## src/rtl/eth_txf_pkg.sv

```systemverilog
// Package: shared types and constants for the Ethernet transmit frame builder.
// Assumes 16-bit transmit words and a 48-bit station address.
package eth_txf_pkg;
    localparam int WORD_W    = 16;
    localparam int ADDR_W    = 48;
    localparam int ADDR_BYTES = ADDR_W / 8;
    localparam int ADDR_WORDS = ADDR_W / WORD_W;
    localparam int HDR_WORDS = 2 * ADDR_WORDS + 1;

    typedef enum logic [2:0] {
        ST_IDLE,
        ST_ARB,
        ST_FETCH,
        ST_HDR,
        ST_PAY,
        ST_DONE
    } txf_state_e;
endpackage

```

## src/rtl/eth_txf_mac_fetch.sv

```systemverilog
// Module: reads the station source address one byte at a time from chip
// registers at consecutive indices starting at MAC_BASE and holds the
// result. Assumes one read outstanding; reg_rd_valid returns the byte later.
module eth_txf_mac_fetch
    import eth_txf_pkg::*;
#(
    parameter int          IDX_W    = 8,
    parameter logic [7:0]  MAC_BASE = 8'h10
) (
    input  logic              clk,
    input  logic              rst_n,
    input  logic              start,
    input  logic [7:0]        rd_data,
    input  logic              rd_valid,
    output logic              rd_en,
    output logic [IDX_W-1:0]  rd_idx,
    output logic [ADDR_W-1:0] mac,
    output logic              fetch_done
);
    localparam int CNT_W = $clog2(ADDR_BYTES);

    logic             active_q;
    logic             issue_q;
    logic [CNT_W-1:0] cnt_q;
    logic             last_byte;

    // purpose: decode the read strobe, the index and the end of the fetch
    always_comb begin
        rd_en      = active_q && issue_q;
        rd_idx     = IDX_W'(MAC_BASE) + IDX_W'(cnt_q);
        last_byte  = (cnt_q == CNT_W'(ADDR_BYTES - 1));
        fetch_done = active_q && !issue_q && rd_valid && last_byte;
    end

    // purpose: sequence the six reads and capture each returned byte
    always_ff @(posedge clk) begin
        if (!rst_n) begin
            active_q <= 1'b0;
            issue_q  <= 1'b0;
            cnt_q    <= '0;
            mac      <= '0;
        end else if (start) begin
            active_q <= 1'b1;
            issue_q  <= 1'b1;
            cnt_q    <= '0;
        end else if (active_q) begin
            if (issue_q) begin
                issue_q <= 1'b0;
            end else if (rd_valid) begin
                for (int b = 0; b < ADDR_BYTES; b++) begin
                    if (cnt_q == CNT_W'(b)) mac[8*(ADDR_BYTES-1-b) +: 8] <= rd_data;
                end
                if (last_byte) begin
                    active_q <= 1'b0;
                end else begin
                    cnt_q   <= cnt_q + 1'b1;
                    issue_q <= 1'b1;
                end
            end
        end
    end

    // a read strobe never lasts more than one cycle
    p_single_strobe_r3: assert property (@(posedge clk) disable iff (!rst_n)
        rd_en |=> !rd_en);
    // read indices stay inside the six-byte window
    p_idx_window_r3: assert property (@(posedge clk) disable iff (!rst_n)
        rd_en |-> (rd_idx >= IDX_W'(MAC_BASE)) && (rd_idx < IDX_W'(MAC_BASE) + IDX_W'(ADDR_BYTES)));
endmodule

```

## src/rtl/eth_txf_hdr_gen.sv

```systemverilog
// Module: selects one 16-bit header word by index: destination words,
// then source words, then the EtherType. Purely combinational.
module eth_txf_hdr_gen
    import eth_txf_pkg::*;
#(
    parameter logic [47:0] DST_MAC    = 48'hFFFF_FFFF_FFFF,
    parameter logic [15:0] ETHER_TYPE = 16'h0800
) (
    input  logic [2:0]        sel,
    input  logic [ADDR_W-1:0] src_mac,
    output logic [WORD_W-1:0] word
);
    logic [WORD_W-1:0] hdr_tab [HDR_WORDS];

    genvar gi;
    generate
        for (gi = 0; gi < ADDR_WORDS; gi++) begin : g_addr
            assign hdr_tab[gi]              = DST_MAC[ADDR_W-1-WORD_W*gi -: WORD_W];
            assign hdr_tab[ADDR_WORDS + gi] = src_mac[ADDR_W-1-WORD_W*gi -: WORD_W];
        end
    endgenerate
    assign hdr_tab[HDR_WORDS-1] = ETHER_TYPE;

    // purpose: index the header table, guarding out-of-range selects
    always_comb begin
        word = '0;
        for (int i = 0; i < HDR_WORDS; i++) begin
            if (sel == 3'(i)) word = hdr_tab[i];
        end
    end
endmodule

```

## src/rtl/eth_tx_framer.sv

```systemverilog
// Module: top of the transmit frame builder. Handshakes with the user,
// requests the shared bus, fetches the source address, emits the header and
// forwards payload until the request drops, then pulses completion.
// Assumes the arbiter holds the grant while bus_req stays high.
module eth_tx_framer
    import eth_txf_pkg::*;
#(
    parameter logic [47:0] DST_MAC    = 48'hFFFF_FFFF_FFFF,
    parameter logic [15:0] ETHER_TYPE = 16'h0800,
    parameter logic [7:0]  MAC_BASE   = 8'h10,
    parameter int          IDX_W      = 8
) (
    input  logic              clk,
    input  logic              rst_n,
    input  logic              snd_req,
    input  logic [15:0]       snd_data,
    output logic              snd_ready,
    output logic              snd_done,
    output logic              bus_req,
    input  logic              bus_gnt,
    output logic              reg_rd_en,
    output logic [IDX_W-1:0]  reg_rd_idx,
    input  logic [7:0]        reg_rd_data,
    input  logic              reg_rd_valid,
    output logic              tx_wr,
    output logic [15:0]       tx_word
);
    txf_state_e        state_q;
    logic [2:0]        hdr_idx_q;
    logic              fetch_start;
    logic              fetch_done;
    logic [ADDR_W-1:0] src_mac;
    logic [WORD_W-1:0] hdr_word;

    eth_txf_mac_fetch #(.IDX_W(IDX_W), .MAC_BASE(MAC_BASE)) u_fetch (
        .clk        (clk),
        .rst_n      (rst_n),
        .start      (fetch_start),
        .rd_data    (reg_rd_data),
        .rd_valid   (reg_rd_valid),
        .rd_en      (reg_rd_en),
        .rd_idx     (reg_rd_idx),
        .mac        (src_mac),
        .fetch_done (fetch_done)
    );

    eth_txf_hdr_gen #(.DST_MAC(DST_MAC), .ETHER_TYPE(ETHER_TYPE)) u_hdr (
        .sel     (hdr_idx_q),
        .src_mac (src_mac),
        .word    (hdr_word)
    );

    // purpose: decode user, arbiter and write-path outputs from the state
    always_comb begin
        fetch_start = (state_q == ST_ARB) && bus_gnt;
        bus_req     = (state_q != ST_IDLE);
        snd_ready   = (state_q == ST_PAY);
        snd_done    = (state_q == ST_DONE);
        tx_wr       = (state_q == ST_HDR) || ((state_q == ST_PAY) && snd_req);
        tx_word     = (state_q == ST_HDR) ? hdr_word : snd_data;
    end

    // purpose: frame sequencing state machine
    always_ff @(posedge clk) begin
        if (!rst_n) begin
            state_q   <= ST_IDLE;
            hdr_idx_q <= '0;
        end else begin
            case (state_q)
                ST_IDLE:  if (snd_req) state_q <= ST_ARB;
                ST_ARB:   if (bus_gnt) state_q <= ST_FETCH;
                ST_FETCH: if (fetch_done) begin
                    state_q   <= ST_HDR;
                    hdr_idx_q <= '0;
                end
                ST_HDR: begin
                    hdr_idx_q <= hdr_idx_q + 1'b1;
                    if (hdr_idx_q == 3'(HDR_WORDS - 1)) state_q <= ST_PAY;
                end
                ST_PAY:   if (!snd_req) state_q <= ST_DONE;
                ST_DONE:  state_q <= ST_IDLE;
                default:  state_q <= ST_IDLE;
            endcase
        end
    end

    // bus activity only under a grant
    p_no_access_ungranted_r2: assert property (@(posedge clk) disable iff (!rst_n)
        (reg_rd_en || tx_wr) |-> bus_gnt);
    // a request seen in idle raises bus_req next cycle
    p_req_follows_r2: assert property (@(posedge clk) disable iff (!rst_n)
        (!bus_req && snd_req) |=> bus_req);
    // accepted payload word goes straight to the write path
    p_pay_pass_r7: assert property (@(posedge clk) disable iff (!rst_n)
        (snd_ready && snd_req) |-> (tx_wr && tx_word == snd_data));
    // completion follows the ending cycle and lasts one cycle
    p_done_after_end_r9: assert property (@(posedge clk) disable iff (!rst_n)
        (snd_ready && !snd_req) |=> snd_done);
    p_done_pulse_r9: assert property (@(posedge clk) disable iff (!rst_n)
        snd_done |=> (!snd_done && !bus_req));
    // no register read while words are being written
    p_read_not_write_r3: assert property (@(posedge clk) disable iff (!rst_n)
        !(reg_rd_en && tx_wr));
endmodule

```

## config.mk

```make
export PLATFORM = sky130hd
export DESIGN_NAME = eth_tx_framer
export DESIGN_NICKNAME = d
export VERILOG_FILES = /design/src/rtl/eth_txf_pkg.sv /design/src/rtl/eth_txf_mac_fetch.sv /design/src/rtl/eth_txf_hdr_gen.sv /design/src/rtl/eth_tx_framer.sv
export SDC_FILE = /design/constraint.sdc
export NUM_CORES = 1
export LEC_CHECK = 0
export BUFFER_PORTS_ARGS = -buffer_cell sky130_fd_sc_hd__clkbuf_2
export CAP_MARGIN = 15
export CORE_AREA = 2 2 81 76
export CTS_BUF_LIST = sky130_fd_sc_hd__clkbuf_4 sky130_fd_sc_hd__clkbuf_8
export CTS_CLUSTER_DIAMETER = 150
export DETAILED_ROUTE_END_ITERATION = 12
export DIE_AREA = 0 0 83 78
export GPL_TIMING_DRIVEN = 0
export PLACE_DENSITY = 0.8
export SLEW_MARGIN = 20
export SYNTH_ARGS = -nofsm -noshare
export SYNTH_HDL_FRONTEND = slang
export SYNTH_SLANG_ARGS = --single-unit
```

## constraint.sdc

```tcl
create_clock -name clk -period 4.65 [get_ports clk]
set_clock_uncertainty 0.15 [all_clocks]
set_input_delay 0.93 -clock clk [delete_from_list [all_inputs] [get_ports clk]]
set_output_delay 0.93 -clock clk [all_outputs]
set_load 0.03 [all_outputs]
```

* Yosys cells after proc, flatten, opt, wreduce, memory -nomap -nowiden
Cells that the tools add are included.
Word-level totals: register bits 59
Operators by class: $add $sub $neg 3, equal/unequal tests 21, multiplexer cells 25, bitwise operators 4, reductions and logical operators 24
Operators by type and width (number):
- $mux W16 | 8
- $reduce_and A5 Y1 | 7
- $eq A3 B3 Y1 const B | 7
- $eq A3 B2 Y1 const B | 6
- $mux W3 | 6
- $pmux W3 S5 | 1
- $eq A3 B1 Y1 const B | 3
- $logic_not A3 Y1 | 3
- $mux W1 | 9
- $ne A2 B2 Y1 const B | 4
- $add A3 B1 Y3 const B | 2
- $add A5 B3 Y6 const A | 1
- $logic_and A1 B1 Y1 | 6
- $pmux W3 S2 | 1
- $not A1 Y1 | 4
- $reduce_and A4 Y1 | 1
- $reduce_bool A2 Y1 | 2
- $reduce_bool A3 Y1 | 1
- $ne A2 B1 Y1 const B | 1
- $reduce_and A2 Y1 | 1
- $reduce_or A2 Y1 | 1
- $logic_not A1 Y1 | 1
- $logic_or A1 B1 Y1 | 1

* Longest topological paths before layout
depth after elaboration 9, gate-level depth with buffers 9, mapped depth without buffers 6

* Modules after synthesis
Synthesis repeated with hierarchy kept, for this count alone.
Unflattened totals: cell total of the unflattened synthesis 354, area, all modules 3306.9 sq um
Modules (own cells, without submodules):
- eth_txf_mac_fetch | times used 1, cells an instance 210, area an instance 2153.3 sq um
- eth_tx_framer | times used 1, cells an instance 70, area an instance 640.6 sq um
- eth_txf_hdr_gen | times used 1, cells an instance 74, area an instance 513.0 sq um

* Worst setup path after synthesis
Ideal clock, no wire load.
path kind register to output, start point reg hdr_idx_q[2], end point out tx_word[13], arrival 2.222 ns, data required time 3.570 ns, setup slack 1.348 ns, stages on the path, launching flop included 10, path buffers 3, cell sequence dfxtp_1 > buf_2 > inv_1 > ha_1 > clkbuf_1 > nor2_1 > a22o_1 > clkbuf_1 > a21oi_1 > o21ai_0
Between the ends: word-level cells in the longest chain between the ends 9, elaborated cells between the ends (all ways) 15, classes of those cells eq/ne (6); mux (8); reduce/logical (1)
RTL lines:
- start, declared | line eth_tx_framer.sv:29 | logic [2:0] hdr_idx_q;
- start signal, assigned | line eth_tx_framer.sv:77 | hdr_idx_q <= hdr_idx_q + 1'b1;
- $logic_not A3 Y1 | line eth_txf_hdr_gen.sv:28 | if (sel == 3'(i)) word = hdr_tab[i];
- $mux W16 (6 in a row) | line eth_txf_hdr_gen.sv:28
- $mux W16 * | line eth_txf_hdr_gen.sv:28
- $mux W16 * | line eth_tx_framer.sv:60 | tx_word = (state_q == ST_HDR) ? hdr_word : snd_data;
- end, declared | line eth_tx_framer.sv:26 | output logic [15:0] tx_word
Every way passes the cells marked *; elsewhere a longest branch is shown, timed or not.

* Final worst setup path
start point reg hdr_idx_q[0], end point out tx_word[8]
The elaborated chain is that of the path after synthesis.

==> key figures <==
Power and ir drop
  – Pleak: 0.001480 uW
  – Reg power frac: 40.9%
  – Combinational Power Share: 23.3%
  – Power per cell area: 368.5 nW/um^2
  – Peak VDD IR: 280.8 uV
  – Net Sw Power: 415.4 uW
  – Switching share of power: 31.65%
  – Clk network pwr share: 35.8%
  – Int Pwr: 897.1 uW

Place
  – GP Congestion: 0.8811
  – Post-DP HPWL: 5357 um
  – Setup WS pre-CTS: 1.304 ns
  – Port Buf Inserts: 52

Synth
  – Synth Warn #: 0
  – Ys async rst share: 0%
  – Number of synthesized flops with an enable pin: 0
  – Syn Area/Cell: 8.762 sq um
  – FF+latch count, synth: 59
  – Post-synthesis cell area: 3005 sq um
  – Seq/Total Area, Yosys: 39.30%
  – Primary FF master, synth: dfxtp_1
  – Yosys cell types: 43
  – Syn Inst Count: 343

Timing
  – Unrepaired setup endpoints after global routing: false
  – Hold Vio Cnt, Final: 0
  – Tightest Pin Transition: 0.6815 ns
  – Final period utilization: 80.73%
  – Setup_tns: 0 ns
  – Final setup fails: 0
  – Pins Over Slew Limit: 0
  – Min cycle time layout: 3.754 ns
  – Post-route setup slack: 0.8959 ns
  – FMAX: 0.2664 GHz
  – Relative slew slack: 54.56%

Routing
  – DRC Markers: 0
  – Vias/cell: 5.461
  – DR iter-0 viols: 236
  – DR pass1 iterations: 4
  – Drt total wl: 7601 um
  – DR vias: 2,643
  – WL/cell: 15.70 um
  – Number of routed nets with antenna violations: 0

Worst setup path
  – CP required: 3.57 ns
  – Startpoint Class: flip-flop
  – Crit path kind: reg2out
  – Crit path DAT: 2.67 ns
  – CP max FO: 10
  – Setup crit end kind: output port

Global route
  – Overflow after GRT: 0
  – First-pass GRT wire length: 12,450 um
  – Tot GR Track Use: 24.52%
  – Vias in the first global route: 2,513
  – Initial antenna violation count: 0
  – Largest net degree at the start of global routing: 11

Floorplanning
  – Die Width: 83 um
  – Core area: 5563 sq um
  – Num ports: 58
  – Rows: 26
  – Die Ht: 78 um
  – Initial core utilization: 54.03%
  – Die ar.: 6474 sq um

Clock tree
  – Post-CTS sizing: 0
  – CTS tree: yes
  – Clk slew on worst S/H paths: 0.07 ns
  – TritonCTS Buffers: 9
  – Clock Latency Late Sink: 0.34 ns
  – Post-CTS Repair Setup Buffers: 0
  – CTS root buffer: clkbuf_8
  – H-Tree Depth: 3
  – Clk sinks: 59
  – Cts hold-fix bufs: 0
  – Clk buf depth: 2

Hold path
  – Hold WC Path Type: reg2reg

Finish
  – Synthesis-to-finish area growth: 18.53%
  – Most frequent cells in the layout: 59 x dfxtp_1, 52 x clkbuf_2, 51 x mux2i_1, 42 x nand2_1, 31 x nor2_1
  – Post-layout util: 64.04%
  – Share of layout cells above drive strength 1: 21.98%
  – Most common cell after layout, fill and taps aside: dfxtp_1
  – Ant. Diodes: 0
  – Final net count: 448

Outcome
  – Status: complete, no violations

Run
  – Number of max-cap violations: 0
## power groups by stage
stage                     logic [uW]  clock network [uW]  registers, uW
after global placement           299                   0            547
after floorplan                  221                   0            547
after CTS                        304                 473            537
final                            305                 470            537
after global routing             332                 503            539
after detailed placement         303                   0            548
## synthesized netlist by cell type (3+ instances only)
cell type	number	area share, %
buf_2	3	0.50
o21ai_0	26	4.3
and2_1	5	1.0
o21ai_1	7	1.2
inv_1	11	1.4
clkbuf_1	11	1.4
a22oi_1	15	3.7
nand2b_1	5	1.0
nor2_1	31	3.9
ha_1	10	4.2
mux2i_1	51	17
nand2_1	42	5.2
dfxtp_1	59	39
buf_4	9	2.2
a21oi_1	20	3.3
nor3_1	3	0.50
## cell type report
cell class / count / area (sq um)
clock inverters: 5 / 52.55
flip-flops and latches: 59 / 1181
repair buffers: 52 / 260.3
fillers: 489 / 2001
clock buffers: 11 / 145.1
inverters: 11 / 41.29
multi-input cells: 248 / 1632
plain buffers: 28 / 162.7
well taps: 70 / 87.58
## worst max-delay path, stage by stage (launching register included)
cell and delay (ns):
dfxtp_1 0.38, inv_1 0.09, ha_1 0.24, or2_2 0.33, a21oi_2 0.26, clkbuf_1 0.38, o21ai_0 0.18, o21ai_0 0.22
clkbuf_2 0.24
## final timing paths
| check | end | depth (start not counted) | from | slack (ns) |
|---|---|---|---|---|
| setup / recovery | tx_word[8] | 8 | hdr_idx_q[0] | 0.90 |
| hold / removal | u_fetch.mac[29] | 2 | u_fetch.mac[29] | 0.31 |
| hold reg to reg | u_fetch.mac[29] | 2 | u_fetch.mac[29] | 0.31 |
| setup reg to reg | u_fetch.mac[6] | 6 | u_fetch.cnt_q[1] | 2.72 |
## sequential cells by signal, summed over array words and instances, names as in the netlist
register	cells
state_q	3
u_fetch.mac	48
u_fetch.active_q	1
hdr_idx_q	3
u_fetch.issue_q	1
u_fetch.cnt_q	3
## per-layer routing
metal,routed length [um],vias to the layer above,part of all wire (%),global-route usage [%]
met4,160,0,2.1,10.49
met3,443,15,5.8,5.957
met1,3570,1232,47,32.72
met2,3427,84,45,37.90
met5,0,-,0,0
li1,-,1312,-,-
## logic make-up after synthesis
group,after synthesis,synth area share [%]
fa+ha+maj,10,4.163
xor+xnor,1,0.2915
mux,51,16.99
other cells,2,0.2499
flops,59,39.30
simple gates,100,16.28
compound gates,81,15.95
buf+inv,39,6.786
## metrics by stage
step | area [sq um] | cells | hold WS (ns) | total power (uW)
floorplan | 3017 | 346 | 0.2801 | 768.4
global placement | 3364 | 468 | 0.2896 | 845.9
detailed placement | 3364 | 468 | 0.2981 | 850.5
CTS | 3562 | 484 | 0.3073 | 1314
global route | 3562 | 484 | 0.3191 | 1374
finish | 3562 | 484 | 0.3066 | 1313
Note: power is estimated with default switching activity, not from simulation.
